==> src/rtl/cdt_pkg.sv <==
package cdt_pkg;
  localparam int unsigned ADDR_W = 5;
  localparam int unsigned WORD_W = 32;

  localparam logic [ADDR_W-1:0] OFS_LOAD_LO = 5'h00;
  localparam logic [ADDR_W-1:0] OFS_LOAD_HI = 5'h04;
  localparam logic [ADDR_W-1:0] OFS_CTRL    = 5'h10;
  localparam logic [ADDR_W-1:0] OFS_STAT    = 5'h18;

  // Control word, bit 0 run, bit 1 one-shot, bit 2 unmask
  typedef struct packed {
    logic unmask;
    logic oneshot;
    logic run;
  } ctrl_t;

  localparam int unsigned CTRL_W = $bits(ctrl_t);
endpackage

==> src/rtl/cdt_regfile.sv <==
module cdt_regfile
  import cdt_pkg::*;
#(
  parameter int unsigned AW = ADDR_W,
  parameter int unsigned DW = WORD_W
) (
  input  logic          clk,
  input  logic          rst_n,
  input  logic [AW-1:0] bus_addr,
  input  logic          bus_we,
  input  logic [DW-1:0] bus_wdata,
  output logic [DW-1:0] bus_rdata,
  input  logic          stat,
  output ctrl_t         ctrl,
  output logic [2*DW-1:0] load,
  output logic          clr_req
);
  logic [DW-1:0] load_lo, load_hi;
  logic sel_lo, sel_hi, sel_ctrl, sel_stat;

  assign sel_lo   = (bus_addr == AW'(OFS_LOAD_LO));
  assign sel_hi   = (bus_addr == AW'(OFS_LOAD_HI));
  assign sel_ctrl = (bus_addr == AW'(OFS_CTRL));
  assign sel_stat = (bus_addr == AW'(OFS_STAT));

  assign clr_req = bus_we && sel_stat && bus_wdata[0];
  assign load    = {load_hi, load_lo};

  always_ff @(posedge clk or negedge rst_n) begin
    if (!rst_n) begin
      load_lo <= '0;
      load_hi <= '0;
      ctrl    <= '0;
    end else if (bus_we) begin
      if (sel_lo)   load_lo <= bus_wdata;
      if (sel_hi)   load_hi <= bus_wdata;
      if (sel_ctrl) ctrl    <= ctrl_t'(bus_wdata[CTRL_W-1:0]);
    end
  end

  always_comb begin
    bus_rdata = '0;
    if (sel_lo)   bus_rdata = load_lo;
    if (sel_hi)   bus_rdata = load_hi;
    if (sel_ctrl) bus_rdata = {{(DW-CTRL_W){1'b0}}, ctrl};
    if (sel_stat) bus_rdata = {{(DW-1){1'b0}}, stat};
  end

  // an unused offset reads zero
  p_unused_reads_zero_r3: assert property (@(posedge clk) disable iff (!rst_n)
    !(sel_lo || sel_hi || sel_ctrl || sel_stat) |-> bus_rdata == '0);

  // a write to an unused offset leaves the load words unchanged
  p_unused_write_ignored_r3: assert property (@(posedge clk) disable iff (!rst_n)
    (bus_we && !(sel_lo || sel_hi || sel_ctrl)) |=> $stable(load) && $stable(ctrl));
endmodule

==> src/rtl/cdt_counter.sv <==
module cdt_counter #(
  parameter int unsigned CW = 64
) (
  input  logic          clk,
  input  logic          rst_n,
  input  logic          run,
  input  logic          oneshot,
  input  logic [CW-1:0] load,
  output logic          expire
);
  logic [CW-1:0] cnt;
  logic          run_q;
  logic          done;
  logic          start;
  logic          at_zero;

  function automatic logic [CW-1:0] next_count(
    input logic [CW-1:0] cur,
    input logic [CW-1:0] ld,
    input logic          st,
    input logic          one);
    if (st)               return ld;
    else if (cur == '0)   return one ? '0 : ld;
    else                  return cur - CW'(1);
  endfunction

  assign start   = run && !run_q;
  assign at_zero = (cnt == '0);
  assign expire  = run && run_q && at_zero && !done;

  always_ff @(posedge clk or negedge rst_n) begin
    if (!rst_n) begin
      cnt   <= '0;
      run_q <= 1'b0;
      done  <= 1'b0;
    end else begin
      run_q <= run;
      if (!run) begin
        cnt  <= '0;
        done <= 1'b0;
      end else begin
        cnt <= next_count(cnt, load, start, oneshot);
        if (start)                      done <= 1'b0;
        else if (at_zero && oneshot)    done <= 1'b1;
      end
    end
  end

  // a start takes the load value
  p_start_loads_r4: assert property (@(posedge clk) disable iff (!rst_n)
    start |=> cnt == $past(load));

  // a running nonzero count steps down by one
  p_counts_down_r4: assert property (@(posedge clk) disable iff (!rst_n)
    (run && run_q && !at_zero && $past(run)) |=> (!run || cnt == $past(cnt) - CW'(1)));

  // one-shot mode expires once per start
  p_oneshot_once_r4: assert property (@(posedge clk) disable iff (!rst_n)
    (expire && oneshot && run) |=> !expire);

  // periodic mode reloads after the zero cycle
  p_reload_r5: assert property (@(posedge clk) disable iff (!rst_n)
    (expire && !oneshot && run) |=> (!run || cnt == $past(load)));

  // a stopped counter never expires in the next cycle
  p_stopped_quiet_r10: assert property (@(posedge clk) disable iff (!rst_n)
    !run |=> !expire);
endmodule

==> src/rtl/cdt_status.sv <==
module cdt_status (
  input  logic clk,
  input  logic rst_n,
  input  logic expire,
  input  logic clr_req,
  input  logic unmask,
  output logic stat,
  output logic irq
);
  always_ff @(posedge clk or negedge rst_n) begin
    if (!rst_n)       stat <= 1'b0;
    else if (expire)  stat <= 1'b1;
    else if (clr_req) stat <= 1'b0;
  end

  assign irq = stat && unmask;

  // expiry beats a simultaneous clear
  p_expiry_wins_r9: assert property (@(posedge clk) disable iff (!rst_n)
    expire |=> stat);

  // a clear with no expiry drops the flag
  p_clear_r8: assert property (@(posedge clk) disable iff (!rst_n)
    (clr_req && !expire) |=> !stat);

  // a masked expiry still sets the flag
  p_masked_sets_r7: assert property (@(posedge clk) disable iff (!rst_n)
    (expire && !unmask) |=> stat);

  // the flag stays set without a clear
  p_sticky_r10: assert property (@(posedge clk) disable iff (!rst_n)
    (stat && !clr_req) |=> stat);
endmodule

==> src/rtl/cdt_timer.sv <==
module cdt_timer
  import cdt_pkg::*;
#(
  parameter int unsigned AW = ADDR_W,
  parameter int unsigned DW = WORD_W
) (
  input  logic          clk,
  input  logic          rst_n,
  input  logic [AW-1:0] bus_addr,
  input  logic          bus_we,
  input  logic [DW-1:0] bus_wdata,
  output logic [DW-1:0] bus_rdata,
  output logic          irq_o
);
  localparam int unsigned CW = 2 * DW;

  ctrl_t         ctrl;
  logic [CW-1:0] load;
  logic          clr_req;
  logic          expire;
  logic          stat;

  cdt_regfile #(.AW(AW), .DW(DW)) u_regs (
    .clk       (clk),
    .rst_n     (rst_n),
    .bus_addr  (bus_addr),
    .bus_we    (bus_we),
    .bus_wdata (bus_wdata),
    .bus_rdata (bus_rdata),
    .stat      (stat),
    .ctrl      (ctrl),
    .load      (load),
    .clr_req   (clr_req)
  );

  cdt_counter #(.CW(CW)) u_cnt (
    .clk     (clk),
    .rst_n   (rst_n),
    .run     (ctrl.run),
    .oneshot (ctrl.oneshot),
    .load    (load),
    .expire  (expire)
  );

  cdt_status u_stat (
    .clk     (clk),
    .rst_n   (rst_n),
    .expire  (expire),
    .clr_req (clr_req),
    .unmask  (ctrl.unmask),
    .stat    (stat),
    .irq     (irq_o)
  );

  // the line is never high while masked
  p_irq_gated_r7: assert property (@(posedge clk) disable iff (!rst_n)
    !ctrl.unmask |-> !irq_o);
endmodule

==> config.mk <==
export PLATFORM = sky130hd
export DESIGN_NAME = cdt_timer
export DESIGN_NICKNAME = d
export VERILOG_FILES = /design/src/rtl/cdt_pkg.sv /design/src/rtl/cdt_regfile.sv /design/src/rtl/cdt_counter.sv /design/src/rtl/cdt_status.sv /design/src/rtl/cdt_timer.sv
export SDC_FILE = /design/constraint.sdc
export NUM_CORES = 1
export LEC_CHECK = 0
export ABC_AREA = 1
export BUFFER_PORTS_ARGS = -buffer_cell sky130_fd_sc_hd__clkbuf_2
export CELL_PAD_IN_SITES_DETAIL_PLACEMENT = 2
export CELL_PAD_IN_SITES_GLOBAL_PLACEMENT = 2
export CORE_AREA = 2 2 144 202
export CTS_CLUSTER_DIAMETER = 30
export DETAILED_ROUTE_END_ITERATION = 10
export DIE_AREA = 0 0 146 204
export GPL_ROUTABILITY_DRIVEN = 1
export PLACE_DENSITY_LB_ADDON = 0.1
export SLEW_MARGIN = 20
export SYNTH_ARGS = -nofsm -noshare
export SYNTH_HDL_FRONTEND = slang
export SYNTH_HIERARCHICAL = 1
export SYNTH_SLANG_ARGS = --single-unit
==> constraint.sdc <==
create_clock -name clk -period 1.8 [get_ports clk]
set_clock_uncertainty 0.05 [all_clocks]
set_input_delay 0.09 -clock clk [delete_from_list [all_inputs] [get_ports clk]]
set_output_delay 0.09 -clock clk [all_outputs]
set_load 0.05 [all_outputs]
Yosys cells after proc, flatten, opt, wreduce, memory -nomap -nowiden
Cells that the tools add are included.

Register bits: 134. Input bits: 40. Logic and storage cells: 43. Output and inout port bits: 33.

Reductions and logical operators: 16. Multiplexer cells: 13. Add/sub/neg operators: 1. Equality and inequality tests: 4.

Operator list (count): 64-bit 2-to-1 mux (4); 32-bit 2-to-1 mux (4); 64-bit zero test (1); 64-bit by 1-bit subtractor with 64-bit output, second input constant (1); 5-bit equality test, second input constant (2); 1-bit logical AND (8); 2-bit AND reduction (3); 5-bit by 3-bit equality test with 1-bit output, second input constant (1); 5-bit zero test (1); 1-bit 2-to-1 mux (5); 3-bit by 1-bit != test with 1-bit output, second input constant (1); 1-bit zero test (2); 2-bit nonzero test (1).

Longest topological paths before layout
Gate-level depths: netlist of run 1.

Word-level depth: 5. Mapped depth: 13. Mapped depth without buffers: 13.

Modules after synthesis
The synthesis of run 1 kept the hierarchy.

By module, submodules not included: cdt_counter (cells an instance 891, sequential area each 1651.6 um^2, area each 5336.4 um^2, times used 1); cdt_regfile (cells an instance 374, sequential area each 1676.6 um^2, area each 3175.5 um^2, times used 1); cdt_status (cells an instance 7, sequential area each 25.0 um^2, area each 47.5 um^2, times used 1).

Least setup slack after synthesis of run 1
OpenSTA, ideal clock, no wires.

Kind: reg2reg. Start: register u_cnt.cnt[0]. End: register u_cnt.cnt[30]. Slack: 64 ps. Data arrival time: 1560 ps. Required time: 1624 ps. Buffers on the path: 0. Library setup time: 126 ps. Cell stages (with the launch flop): 11. Period minus slack after synthesis: 1736 ps. Path through: dfrtp_1 > inv_1 > ha_1 > inv_1 > nor2_1 > nand2_1 > nor2_1 > xnor2_1 > nand2_1 > nand2_1 > o21ai_0.

Longest elaborated chain between the ends: 4. Elaborated cells between the ends (all ways): 5. Classes of those cells: add/sub (1); mux (3); reduce/logical (1).

RTL lines: from (decl) (RTL line cdt_counter.sv:11) `logic [CW-1:0] cnt;`; from (signal assigned) (RTL line cdt_counter.sv:42) `cnt <= next_count(cnt, load, start, oneshot);`; 64-bit by 1-bit subtractor with 64-bit output / 64-bit zero test (equally long branches) (RTL line cdt_counter.sv:24, cdt_counter.sv:23); 64-bit 2-to-1 mux * (RTL line cdt_counter.sv:23) `else if (cur == '0) return one ? '0 : ld;`; 64-bit 2-to-1 mux * (RTL line cdt_counter.sv:22) `if (st) return ld;`; 64-bit 2-to-1 mux * (RTL line cdt_counter.sv:38) `if (!run) begin`.

Mark *: on every way between the ends. The rest lies on a longest branch, timed or not. A chain may end at the register's enable or synchronous reset.

Worst setup path in the final report of run 1
Start: register u_cnt.cnt[37]. End: register u_cnt.cnt[51].

Same word-level chain as after synthesis.

==> results of run 1 <==
==> report_power, final <==
group	leakage [nW]	total [W]	switching (W)	internal, W
clock	0.286	0.00382	0.00161	0.00221
sequential	1.75	0.00446	0.000892	0.00357
combinational	5.24	0.0244	0.0154	0.00896
==> worst max-delay path by stage <==
stage / end / cells after the start / slack, ns / from
floorplan: u_cnt/cnt[30]$_DFF_PN0_ / 10 / 0.06 / u_cnt/cnt[0]$_DFF_PN0_
global placement: u_cnt/cnt[49]$_DFF_PN0_ / 12 / -0.55 / u_cnt/cnt[0]$_DFF_PN0_
detailed placement: u_cnt/cnt[49]$_DFF_PN0_ / 12 / -0.60 / u_cnt/cnt[0]$_DFF_PN0_
CTS: u_cnt/cnt[40]$_DFF_PN0_ / 12 / -0.18 / u_cnt/cnt[10]$_DFF_PN0_
global route: u_cnt/cnt[51]$_DFF_PN0_ / 12 / -0.61 / u_cnt/cnt[37]$_DFF_PN0_
finish: u_cnt/cnt[51]$_DFF_PN0_ / 12 / -0.56 / u_cnt/cnt[37]$_DFF_PN0_
==> layout make-up <==
cell class                      count  area [sq um]  share of cell area
Multi-Input combinational cell    962          5817              0.4207
Clock buffer                       20         446.7             0.03231
Inverter                          134         520.5             0.03765
Antenna cell                        1         2.502           0.0001810
Clock inverter                     12         153.9             0.01113
Tap cell                          375         469.2             0.03394
Timing Repair Buffer              358          3035              0.2195
Sequential cell                   134          3381              0.2445
==> worst max-delay path: cells and delay by family (launching register included) <==
| kind | cells | cell delay [ns] |
|---|---|---|
| flip-flops | 1 | 0.42 |
| buffers and inverters | 2 | 0.30 |
| AND/OR/NAND/NOR | 9 | 1.26 |
| AO/OA/AOI/OAI | 1 | 0.16 |
==> kinds of logic (layout without fill, tap and decap cells) <==
family                     after synthesis  count (layout)  share of synthesized area
other                                    0               1                          0
buffers and inverters                  176             524                    0.08902
xor gates and xnor gates                24              24                    0.02456
adders and majority gates                2               2                   0.002923
and+or+nand+nor                        777             777                     0.3844
AOI/OAI and AO/OA                      159             159                     0.1073
DFF                                    134             134                     0.3918
==> stage by stage <==
step                power [W]  hold WS, ns  std cells
floorplan             0.01136      -0.2556       1272
finish                0.03266      0.05222       1996
global placement      0.01913     -0.06161       1876
CTS                   0.02675      0.03410       1975
detailed placement    0.01964     -0.06242       1876
global route          0.03333      0.07610       1995
==> cells in the final DEF (no fill, tap or decap), drive strengths merged <==
| cell | instances |
|---|---|
| or2 | 5 |
| nor2 | 172 |
| xor2 | 14 |
| dlygate4sd3 | 36 |
| a21oi | 10 |
| clkinvlp | 3 |
| nand3b | 10 |
| clkinv | 8 |
| nand3 | 87 |
| nor3 | 3 |
| diode | 1 |
| o21a | 1 |
| inv | 132 |
| nand2 | 490 |
| o21ai | 148 |
| and2 | 2 |
| dfrtp | 134 |
| clkbuf | 94 |
| nand4 | 8 |
| ha | 2 |
| buf | 248 |
| bufinv | 3 |
| xnor2 | 10 |
==> per-layer routing <==
metal	routed length, microns	up-vias	GRT usage
met1	22320	5768	0.3787
met5	0	-	0
met2	31050	589	0.6188
li1	-	4655	-
met4	5540	0	0.2243
met3	3523	301	0.05045
==> state kept, by name (all words and copies together), names as in the netlist <==
signal / flops
u_cnt/cnt: 64
u_cnt/done: 1
u_cnt/run_q: 1
u_regs/ctrl: 3
u_regs/load_hi: 32
u_regs/load_lo: 32
u_stat/stat: 1
==> what timing repair did <==
action                     CTS  global route
hold endpoints to repair   202             0
pin swaps                   73            54
buffers inserted            29            19
setup endpoints to repair   67            67
cloned                       3             4
resized for setup          284           208
hold buffers                36             0
==> results.txt, run 1 <==
By area the synthesized netlist is led by sky130_fd_sc_hd__dfrtp_1 (39%), sky130_fd_sc_hd__nand2_1 (21%), sky130_fd_sc_hd__nor2_1 (6.5%). Yosys mapped the design onto 32 distinct sky130hd cell types. The share of post-route cells with drive strength above 1 came out at 0.4451. The run finished, with violations left. The first-pass GRT wire length is 75760 microns. The area growth from synthesis to layout is 61.53%. The total of endpoints with negative setup slack in the final report is 66.

The post-route antenna net violation count came out at 0. The end of the worst register-to-register path is u_cnt/cnt[51]$_DFF_PN0_. The worst register-to-register path begins at u_cnt/cnt[37]$_DFF_PN0_. The placer's final routability congestion estimate is 0.9093. The count of max-cap constraint violations came out at 0. The slew of the pin with the lowest slew margin is 0.4917 ns. The cell area after synthesis is 8559 sq um. The critical path goes through buf_4, nor2_1, nand2_1, nor2_1, buf_4, nand2_1, nor2_2, nand2_1, nand2_1, nand3_1, nand2_1, o21ai_0.

The post-detailed-route via-to-cell ratio is 5.668. The number of rows created at floorplan came out at 73. Across all layers, the routed design uses 11310 vias. The first routing iteration left 872 violations.

The final-report max-slew violation count came out at 0. The kind of critical path is reg -> reg. The average instance in the mapped netlist occupies 6.729 sq um.

The net count of the finished layout is 1649. In this design, the critical path's most frequently occurring cell is sky130_fd_sc_hd__nand2_1. The total half-perimeter wirelength after legalization and detailed placement came out at 32010 microns.

The total power divided by cell area came out at 2362 nW/um^2. The achievable clock frequency is 0.4237 GHz. By count the netlist is led by sky130_fd_sc_hd__nand2_1 (477), sky130_fd_sc_hd__nor2_1 (148), sky130_fd_sc_hd__dfrtp_1 (134). The worst IR drop on VDD is 0.9081 mV. The via count of the first global-routing pass is 11910.

The worst path required time came out at 2.06 ns. The maximum number of pins on one net before global-route repair came out at 55. Among all flip-flop cells after synthesis, the most frequent one is sky130_fd_sc_hd__dfrtp_1. Clock tree synthesis selected as its root buffer the cell sky130_fd_sc_hd__clkbuf_16.

The core region is 28130 sq um. Synthesis inferred 134 register bits. The number of port buffers is 72.

The capturing element type of the critical path is a flop. The static leakage came out at 7.282 nW. The final critical-path share of the clock period came out at 1.311.

For this run, design rule violations remaining after detail routing come to 0. The data arrival time of the worst path is 2.62 ns. The floorplan step defined a die boundary enclosing 29780 sq um. The post-layout utilization of the core is 0.4915. The finished layout cell area came out at 13830 sq um. Counting every net in the synthesized netlist gives 1314. The element type at the critical path start is a flop. The number of flops mapped to enable cells by yosys came out at 0. The total negative setup slack came out at -24.29 ns. The combined global-route utilization of all metal layers came out at 0.3445. Of all cell types, the one taking the most synthesized area is sky130_fd_sc_hd__dfrtp_1.

The sequential area share after synthesis came out at 0.3918. The register clock-pin slew on the reported worst setup and hold paths is 0.07 ns. The number of buffers created by CTS is 17. After detailed placement, the total cell area comes to 10790 sq um. The initial antenna violation count is 2. By instance count, the leading cell after synthesis is sky130_fd_sc_hd__nand2_1. The first detailed-routing pass took 7 iterations. The maximum fanout along the worst path came out at 3. The count of fill cells added during filler insertion came out at 3205.

The largest single stage delay on the critical path is 0.42 ns. The clock insertion delay at the later pin of the skew report came out at 0.48 ns. After global routing the overflow that remains totals 0.

The largest buffer count on any clock path came out at 2. The level count of the clock H-tree came out at 4. The proportion of netlist area held by the largest area contributor came out at 0.3918. The gate count of the mapped netlist is 1272. The clock net in this run drives a total of 134 sinks.

The per-cell routed wire length came out at 31.28 microns. The checks that failed: setup timing. The share of flip-flops with an asynchronous set or reset after synthesis is 1.000.

The die width is 146 microns. The starting density of the core is 0.3043. The classification of the worst-slack hold path is in -> async. The die extent in y came out at 204 microns. The routed wire length came out at 62440 microns. The pre-CTS worst setup slack came out at -0.5978 ns. The worst reg-to-reg path cell count is 12. The worst relative slew slack is 0.6687.

TritonCTS built the clock tree. The hold violation total from the final report came out at 0. The I/O pin total is 73. The slowest cell on the critical path is sky130_fd_sc_hd__dfrtp_1. Setup repair after global routing could not meet its margin everywhere. The Yosys step of the flow raised 6 warnings. The worst setup margin came out at -0.5604 ns.

The clock period minus worst slack came out at 2.360 ns. Setup slack on the worst reg-to-reg path comes out at -0.56 ns.
(Power assumes the default switching activity.)
==> run 2, diff against run 1 <==
--- a/config.mk
+++ b/config.mk
@@ -14,6 +14,7 @@
 export DETAILED_ROUTE_END_ITERATION = 10
 export DIE_AREA = 0 0 146 204
 export GPL_ROUTABILITY_DRIVEN = 1
+export MAX_ROUTING_LAYER = met4
 export PLACE_DENSITY_LB_ADDON = 0.1
 export SLEW_MARGIN = 20
 export SYNTH_ARGS = -nofsm -noshare
==> run 2 against run 1 <==
- the run still ends with setup timing left
- total power rose by 1.3%
- utilization is 0.36 points higher
- clock-buffer cell count rose by 1
- die area unchanged
- first-iteration DRC count decreased by 13%
- sequential power decreased by 0.9%
- via count is 0.31% lower
- worst hold slack about the same
- critical path depth is 1 lower
- worst setup slack better by 0.0023 ns
- clock power grew 8.9%
- sequential cell count is the same
==> results.txt, run 2 (synthesized netlist as in run 1, its figures left out) <==
The die extent in y came out at 204 microns (unchanged). The final critical-path share of the clock period came to 1.310 (about the same). The remaining global-route overflow is 0 (unchanged).

The critical path starts at u_cnt/cnt[29]$_DFF_PN0_. The area of the die is 29780 sq um (unchanged). Setup repair after global routing could not meet its margin everywhere.

The total power divided by cell area came out at 2375 nW/um^2 (+0.54%). The most numerous cell type found on the critical path is sky130_fd_sc_hd__nand2_1. The final reports fail on setup timing. The capturing element type of the critical path is a flop. The I/O pin total was 73 (unchanged). The post-route antenna net violation count is 0 (unchanged). The number of sinks on the clock net is 134 (unchanged). The overall power consumption is 0.03308 W (+1.3%). In the layout the commonest cells are sky130_fd_sc_hd__nand2_1 (381), sky130_fd_sc_hd__buf_4 (204), sky130_fd_sc_hd__dfrtp_1 (124). The number of buffers created by CTS came out at 17 (unchanged). The number of nets at the end of the flow came to 1650 (+0.061%).

The final cell count without fillers is 1996 (unchanged). The total half-perimeter wirelength after legalization and detailed placement is 32480 microns (+1.5%). CTS placed an instance of sky130_fd_sc_hd__clkbuf_16 at the clock tree root. The first-iteration detailed-routing DRC count is 755 (-13%). The clock share of power came out at 0.126 (+0.009). The count of max-cap constraint violations came out at 0 (unchanged). The capture point of the worst path is u_cnt/cnt[53]$_DFF_PN0_. The die width came out at 146 microns (unchanged). The count of buffer and inverter cells on the critical path came to 1 (-1). The largest buffer count on any clock path is 2 (unchanged). The first-pass GRT wire length came out at 75180 microns (-0.77%). The initial antenna violation count came out at 0 (-2). The worst relative slew slack was 0.6851 (+0.01634). u_cnt/cnt holds more flip-flops than any other register. The worst reg2reg path startpoint is u_cnt/cnt[29]$_DFF_PN0_.

The number of rows created at floorplan came out at 73 (unchanged). Relative to the synthesized area, the layout overhead comes to 62.73%. The DRC violation count after routing is 0 (unchanged). The final hold slack is 0.05198 ns (-0.0002367 ns). The share of post-route cells with drive strength above 1 came out at 0.4528 (+0.007745).

The routed wire length is 62860 microns (+0.67%). The flow ran to the end, but the final reports show violations. The starting density of the core came out at 0.3043 (unchanged). The hold violation total from the final report came out at 0 (unchanged). The internal power component is 0.01502 W (+1.8%). The worst path required time is 2.09 ns (+0.03 ns).

The via count of the first global-routing pass is 11940 (+0.23%). The number of placed instances with taps included came out at 1884 (+0.43%). The worst IR drop on VDD is 1.173 mV (+29%). The register clock-pin slew on the reported worst setup and hold paths came out at 0.08 ns (about the same). The level count of the clock H-tree is 4 (unchanged).

The min-delay analysis places its worst path in the category in -> async. The number of port buffers came out at 72 (unchanged). The count of antenna diodes in the layout came out at 0 (-1). The flip-flop count of the largest register after layout is 64 (unchanged). The total number of cells along the worst setup path is 11 (-1). TritonCTS built the clock tree. The slew of the pin with the lowest slew margin is 0.4724 ns (-0.01931 ns). The largest stage delay on the critical path is 0.44 ns (+0.02 ns).

The clock insertion delay at the later pin of the skew report is 0.48 ns (about the same). The placer's final routability congestion estimate came out at 0.9212 (+1.3%). The data arrival time of the worst path is 2.65 ns (+0.03 ns). The signal on the critical path passes through buf_4, nor2_4, nand2_2, nor2_4, nand2_1, nor2_2, nand2_1, nand2_1, nand3_1, nand2_1, o21ai_1. The worst setup margin was -0.5582 ns (+0.002264 ns). The maximum number of pins on one net before global-route repair came out at 55 (unchanged). The final-report max-slew violation count is 0 (unchanged). The element type at the critical path start is a flop. The total via count after detailed routing came out at 11280 (-0.31%). The worst reg-to-reg path cell count is 11 (-1). The per-cell routed wire length was 31.49 microns (+0.67%). The net switching power was 0.01807 W (+0.83%). The dominant delay contributor by cell family on the critical path is simple AND/OR/NAND/NOR gates. The slowest cell on the critical path is sky130_fd_sc_hd__dfrtp_1. The kind of critical path is reg -> reg.

The library cell used most frequently in the layout, excluding fill and tap cells, is sky130_fd_sc_hd__nand2_1. The largest registers in the layout are u_cnt/cnt x64, u_regs/load_hi x32, u_regs/load_lo x32. The number of search-and-repair iterations in the first detailed-routing pass is 5 (-2). The end of the worst register-to-register path is u_cnt/cnt[53]$_DFF_PN0_. The post-detailed-route via-to-cell ratio came out at 5.650 (-0.31%).

The clock period minus worst slack is 2.358 ns (-0.002264 ns). The core area was 28130 sq um (unchanged). The setup slack of the most critical reg-to-reg path is -0.56 ns (about the same).

The static leakage is 7.345 nW (+0.86%). The combined global-route utilization of all metal layers was 0.3515 (+0.006960). The achievable clock frequency came out at 0.4241 GHz (about the same). The relative contribution of sequential cells to total power is 0.134 (-0.003). The maximum fanout along the worst path came to 2 (-1). The switching part of the total was 0.5461 (-0.002462).

The total of endpoints with negative setup slack in the final report is 67 (+1.5%). The count of fill cells added during filler insertion came out at 3118 (-2.7%). The portion of total power attributed to combinational logic came out at 0.741 (-0.005).
run 2: cell count changes in the layout (fill, tap and decap cells not counted), moves of 5 or more:
cell and delta:
sky130_fd_sc_hd__dfrtp_1 +12, sky130_fd_sc_hd__nor2_4 +11, sky130_fd_sc_hd__o21ai_0 -6, sky130_fd_sc_hd__dfrtp_2 -12, sky130_fd_sc_hd__nor2_1 -7, sky130_fd_sc_hd__o21ai_1 +5
sky130_fd_sc_hd__nand2_2 +7, sky130_fd_sc_hd__nand2_1 -12
run 2: how the worst min path moves through the flow:
stage / slack (ns) / depth (start not counted) / start / end
final: 0.05 / 2 / rst_n / u_regs/load_lo[9]$_DFFE_PN0P_
after global routing: 0.12 / 2 / rst_n / u_regs/load_hi[9]$_DFFE_PN0P_
after CTS: 0.06 / 7 / bus_addr[0] / u_stat/stat$_DFFE_PN0P_
after detailed placement: -0.02 / 1 / rst_n / u_regs/load_lo[10]$_DFFE_PN0P_
after global placement: -0.02 / 1 / rst_n / u_regs/load_hi[9]$_DFFE_PN0P_
after floorplan: -0.26 / 0 / rst_n / u_cnt/cnt[0]$_DFF_PN0_
run 2: repair_timing:
action,in CTS,in global routing
setup buffers,27,17
endpoints found under the hold margin,202,0
resized for setup,279,237
pin swaps,49,58
cloned,3,1
hold buffers,37,0
setup endpoints to repair,66,66
run 2: stage by stage:
step | util | TNS, ns | setup WS [ns] | cell area (sq um)
after floorplan | - | 0 | 0.06402 | 8559
after global placement | 0.3867 | -13.40 | -0.3472 | 10880
after detailed placement | 0.3867 | -19.92 | -0.3828 | 10880
after CTS | 0.4607 | -5.852 | -0.1317 | 12960
after global routing | 0.4951 | -24.13 | -0.5442 | 13930
final | 0.4951 | -22.17 | -0.5582 | 13930
run 2: layout make-up:
type	instances	area, sq um	area share
multi-input combinational	962	5922	0.4252
sequential	134	3366	0.2416
timing repair buffer	359	3012	0.2162
inverter	134	510.5	0.03665
clock buffer	21	480.5	0.03450
tap	375	469.2	0.03369
clock inverter	11	168.9	0.01213
run 2: per-layer routing:
layer / global-route usage / routed length, microns / up-vias
li1: - / - / 4639
met3: 0.04866 / 3042 / 301
met2: 0.6014 / 31680 / 524
met4: 0.2347 / 4783 / 0
met1: 0.3810 / 23350 / 5814
met5: - / 0 / -
run 2: power groups by stage:
stage	logic, W	clock network (W)	registers (W)
2_1_floorplan	0.00737	0	0.00399
3_3_place_gp	0.0151	0	0.00416
3_5_place_dp	0.0156	0	0.00420
4_1_cts	0.0184	0.00403	0.00422
5_1_grt	0.0250	0.00426	0.00445
6_report	0.0245	0.00416	0.00442
==> run 3, diff against run 2 <==
--- a/config.mk
+++ b/config.mk
@@ -9,10 +9,10 @@
 export BUFFER_PORTS_ARGS = -buffer_cell sky130_fd_sc_hd__clkbuf_2
 export CELL_PAD_IN_SITES_DETAIL_PLACEMENT = 2
 export CELL_PAD_IN_SITES_GLOBAL_PLACEMENT = 2
-export CORE_AREA = 2 2 144 202
+export CORE_AREA = 2 2 134 188
 export CTS_CLUSTER_DIAMETER = 30
 export DETAILED_ROUTE_END_ITERATION = 10
-export DIE_AREA = 0 0 146 204
+export DIE_AREA = 0 0 136 190
 export GPL_ROUTABILITY_DRIVEN = 1
 export MAX_ROUTING_LAYER = met4
 export PLACE_DENSITY_LB_ADDON = 0.1
==> constraint.sdc (replaced) <==
create_clock -name clk -period 2.9 [get_ports clk]
set_clock_uncertainty 0.05 [all_clocks]
set_input_delay 0.145 -clock clk [delete_from_list [all_inputs] [get_ports clk]]
set_output_delay 0.145 -clock clk [all_outputs]
set_load 0.05 [all_outputs]
==> run 3 against run 2 <==
- the flow now finishes without violations
- critical path depth is 1 higher
- design area is 27% lower
- sequential power is 40% lower
- worst hold slack worse by 0.020 ns
- die area is 13% lower
- routed wire length is 41% lower
- utilization is 7.7 points lower
- combinational power is 70% lower
- clock power is 50% lower
- via count is 22% lower
- non-clock buffer count is 227 lower
==> results.txt, run 3 (synthesized netlist as in run 1, its figures left out) <==
The maximum fanout along the worst path came out at 26 (+24). The top cell types in the final layout, fill and taps aside, are sky130_fd_sc_hd__nand2_1 (477), sky130_fd_sc_hd__nor2_1 (148), sky130_fd_sc_hd__dfrtp_1 (134). The area of the die is 25840 sq um (-13%). The wire length on met2 is 19090 microns (-40%).

The total negative setup slack came out at 0 ns (+22.17 ns). The number of placed instances with taps included is 1644 (-13%). The starting density of the core came out at 0.3518 (+0.04750). The number of buffers created by CTS is 17 (unchanged). The level count of the clock H-tree came to 4 (unchanged).

The core area is 24330 sq um (-14%). From synthesis to final layout, the design area changed by 18.86%. The number of sinks on the clock net came out at 134 (unchanged). The register clock-pin slew on the reported worst setup and hold paths came out at 0.06 ns (-0.02 ns). The routed wire length is 37320 microns (-41%). The capturing element type of the critical path is a flop. The number of rows created at floorplan is 68 (-6.8%). The clock period minus worst slack is 2.509 ns (+0.1512 ns). The number of nets at the end of the flow is 1423 (-14%). TritonCTS built the clock tree.

The final-report max-slew violation count came to 0 (unchanged). The worst setup path is of the reg -> reg kind. The maximum number of pins on one net before global-route repair was 65 (+18%). The die extent in y came to 190 microns (-6.9%). The static leakage came out at 5.714 nW (-22%).

The run finished with clean final reports. In this run the critical register-to-register path is captured at u_cnt/cnt[21]$_DFF_PN0_. The count of max-cap constraint violations is 0 (unchanged). The met3 routed wirelength is 1241 microns (-59%). The wire length the detailed router placed on met1 came to 15430 microns (-34%). In this run the critical register-to-register path is launched from u_cnt/cnt[0]$_DFF_PN0_. The highest routed metal layer is met4. The start point of the worst hold path is bus_we.

Setup repair after global routing left no endpoint under its margin. The post-detailed-route via-to-cell ratio is 5.178 (-8.4%). The first-pass GRT wire length came to 57780 microns (-23%). The initial antenna violation count came out at 0 (unchanged). The post-route antenna net violation count came out at 0 (unchanged). The placer's final routability congestion estimate came out at 0.9488 (+3.0%).

The DRC violation count after routing came out at 0 (unchanged). The via count of the first global-routing pass is 9923 (-17%). The clock insertion delay at the later pin of the skew report was 0.44 ns (-0.04 ns). The share of post-route cells with drive strength above 1 came out at 0.1445 (-0.3083). The final hold slack is 0.03225 ns (-0.01973 ns). The number of port buffers came out at 72 (unchanged). The overall power consumption came out at 0.01214 W (-63%). The die width came out at 136 microns (-6.8%). The flip-flop count of the largest register after layout came to 64 (unchanged). Along the worst hold path, the cell count comes to 3.

The total half-perimeter wirelength after legalization and detailed placement is 28260 microns (-13%). The worst relative slew slack is 0.5046 (-0.1805). STA classifies the critical path startpoint as a flop. The total via count after detailed routing came to 8839 (-22%). The root buffer selected by CTS is sky130_fd_sc_hd__clkbuf_16.

Leaving out fill and tap cells, the most frequent cell in the layout is sky130_fd_sc_hd__nand2_1. The worst path required time came out at 3.15 ns (+1.06 ns). The hold violation total from the final report came out at 0 (unchanged).

The worst IR drop on VDD is 0.5425 mV (-54%). The data arrival time of the worst path is 2.76 ns (+0.11 ns). The worst reg-to-reg path cell count came out at 12 (+1). The remaining global-route overflow came out at 0 (unchanged). In the final layout, the registers with the most flip-flops are u_cnt/cnt x64, u_regs/load_hi x32, u_regs/load_lo x32. The number of search-and-repair iterations in the first detailed-routing pass came to 4 (-1).

The final cell count without fillers came out at 1707 (-14%). The final critical-path share of the clock period came to 0.8653 (-0.4448). The achievable clock frequency is 0.3985 GHz (-6.0%). The I/O pin total came out at 73 (unchanged). The largest buffer count on any clock path came out at 2 (unchanged). The setup slack of the most critical reg-to-reg path came out at 0.39 ns (+0.95 ns). The first-iteration detailed-routing DRC count came out at 417 (-45%). The total power divided by cell area was 1193 nW/um^2 (-50%). The combined global-route utilization of all metal layers came out at 0.3112 (-0.04027). The per-cell routed wire length is 21.86 microns (-31%). The slew of the pin with the lowest slew margin was 0.7431 ns (+0.2707 ns).

The total of endpoints with negative setup slack in the final report is 0 (-100%). The worst hold path terminates at u_regs/ctrl[1]$_DFFE_PN0P_. The classification of the worst-slack hold path is in -> reg.

The register with the highest flop count is u_cnt/cnt.
[run 3: cell types whose count changed in the layout (fill, tap and decap cells not counted), moves of 58 or more]
| cell | previous run | this run |
|---|---|---|
| sky130_fd_sc_hd__nand2_1 | 381 | 477 |
| sky130_fd_sc_hd__nor2_4 | 79 | 3 |
| sky130_fd_sc_hd__o21ai_0 | 18 | 76 |
| sky130_fd_sc_hd__nor2_1 | 39 | 148 |
| sky130_fd_sc_hd__nand2_2 | 74 | 8 |
| sky130_fd_sc_hd__buf_4 | 204 | 25 |
[run 3: final cells by class]
| class | instances | area, sq um |
|---|---|---|
| diodes | 1 | 2.502 |
| clock buffers | 26 | 509.2 |
| clock inverters | 3 | 42.54 |
| fillers | 2981 | 14160 |
| inverters | 134 | 503.0 |
| multi-input cells | 962 | 4444 |
| flip-flops and latches | 134 | 3353 |
| well taps | 315 | 394.1 |
| repair buffers | 132 | 924.6 |
[run 3: how the worst max path moves through the flow]
stage               cells after the start                    from                 endpoint  slack, ns
floorplan                              10  u_cnt/cnt[0]$_DFF_PN0_  u_cnt/cnt[30]$_DFF_PN0_       1.16
global placement                       12  u_cnt/cnt[0]$_DFF_PN0_  u_cnt/cnt[33]$_DFF_PN0_       0.54
detailed placement                     12  u_cnt/cnt[0]$_DFF_PN0_  u_cnt/cnt[21]$_DFF_PN0_       0.42
CTS                                    12  u_cnt/cnt[0]$_DFF_PN0_  u_cnt/cnt[21]$_DFF_PN0_       0.40
global route                           12  u_cnt/cnt[0]$_DFF_PN0_  u_cnt/cnt[21]$_DFF_PN0_       0.28
finish                                 12  u_cnt/cnt[0]$_DFF_PN0_  u_cnt/cnt[21]$_DFF_PN0_       0.39
[run 3: what timing repair did]
item                                   CTS  global route
setup endpoints to repair                0             0
endpoints found under the hold margin  122             0
hold buffers                            33             0
gates resized for setup                  0             0
buffers inserted                         0             0
[run 3: power breakdown]
| part | total [W] | switching [W] | internal, W |
|---|---|---|---|
| Clock | 0.00210 | 0.000820 | 0.00128 |
| Combinational | 0.00740 | 0.00534 | 0.00207 |
| Sequential | 0.00264 | 0.000431 | 0.00221 |
| Total | 0.0121 | 0.00659 | 0.00555 |
[run 3: worst max-delay path: stages, from the launching register on]
cell	delay [ns]
sky130_fd_sc_hd__dfrtp_1	0.38
sky130_fd_sc_hd__inv_1	0.10
sky130_fd_sc_hd__ha_1	0.31
sky130_fd_sc_hd__nand2_1	0.09
sky130_fd_sc_hd__nor2_1	0.25
sky130_fd_sc_hd__nand2_1	0.11
sky130_fd_sc_hd__nor2_2	0.18
sky130_fd_sc_hd__nand3_4	0.10
sky130_fd_sc_hd__nand2_4	0.26
sky130_fd_sc_hd__buf_12	0.21
sky130_fd_sc_hd__o21ai_0	0.14
sky130_fd_sc_hd__nand2_1	0.10
sky130_fd_sc_hd__o21ai_0	0.08
[run 3: layer usage]
metal / up-vias / GRT usage
met3: 59 / 0.03997
met2: 169 / 0.5311
li1: 4185 / -
met1: 4426 / 0.3618
met5: - / -
met4: 0 / 0.1430
[run 3: stage by stage]
stage               cell area, sq um  utilization  setup WS (ns)
floorplan                       8559            -          1.164
global placement                9289       0.3817         0.5411
detailed placement              9289       0.3817         0.4207
CTS                            10170       0.4180         0.4009
global route                   10170       0.4180         0.2758
finish                         10170       0.4181         0.3907
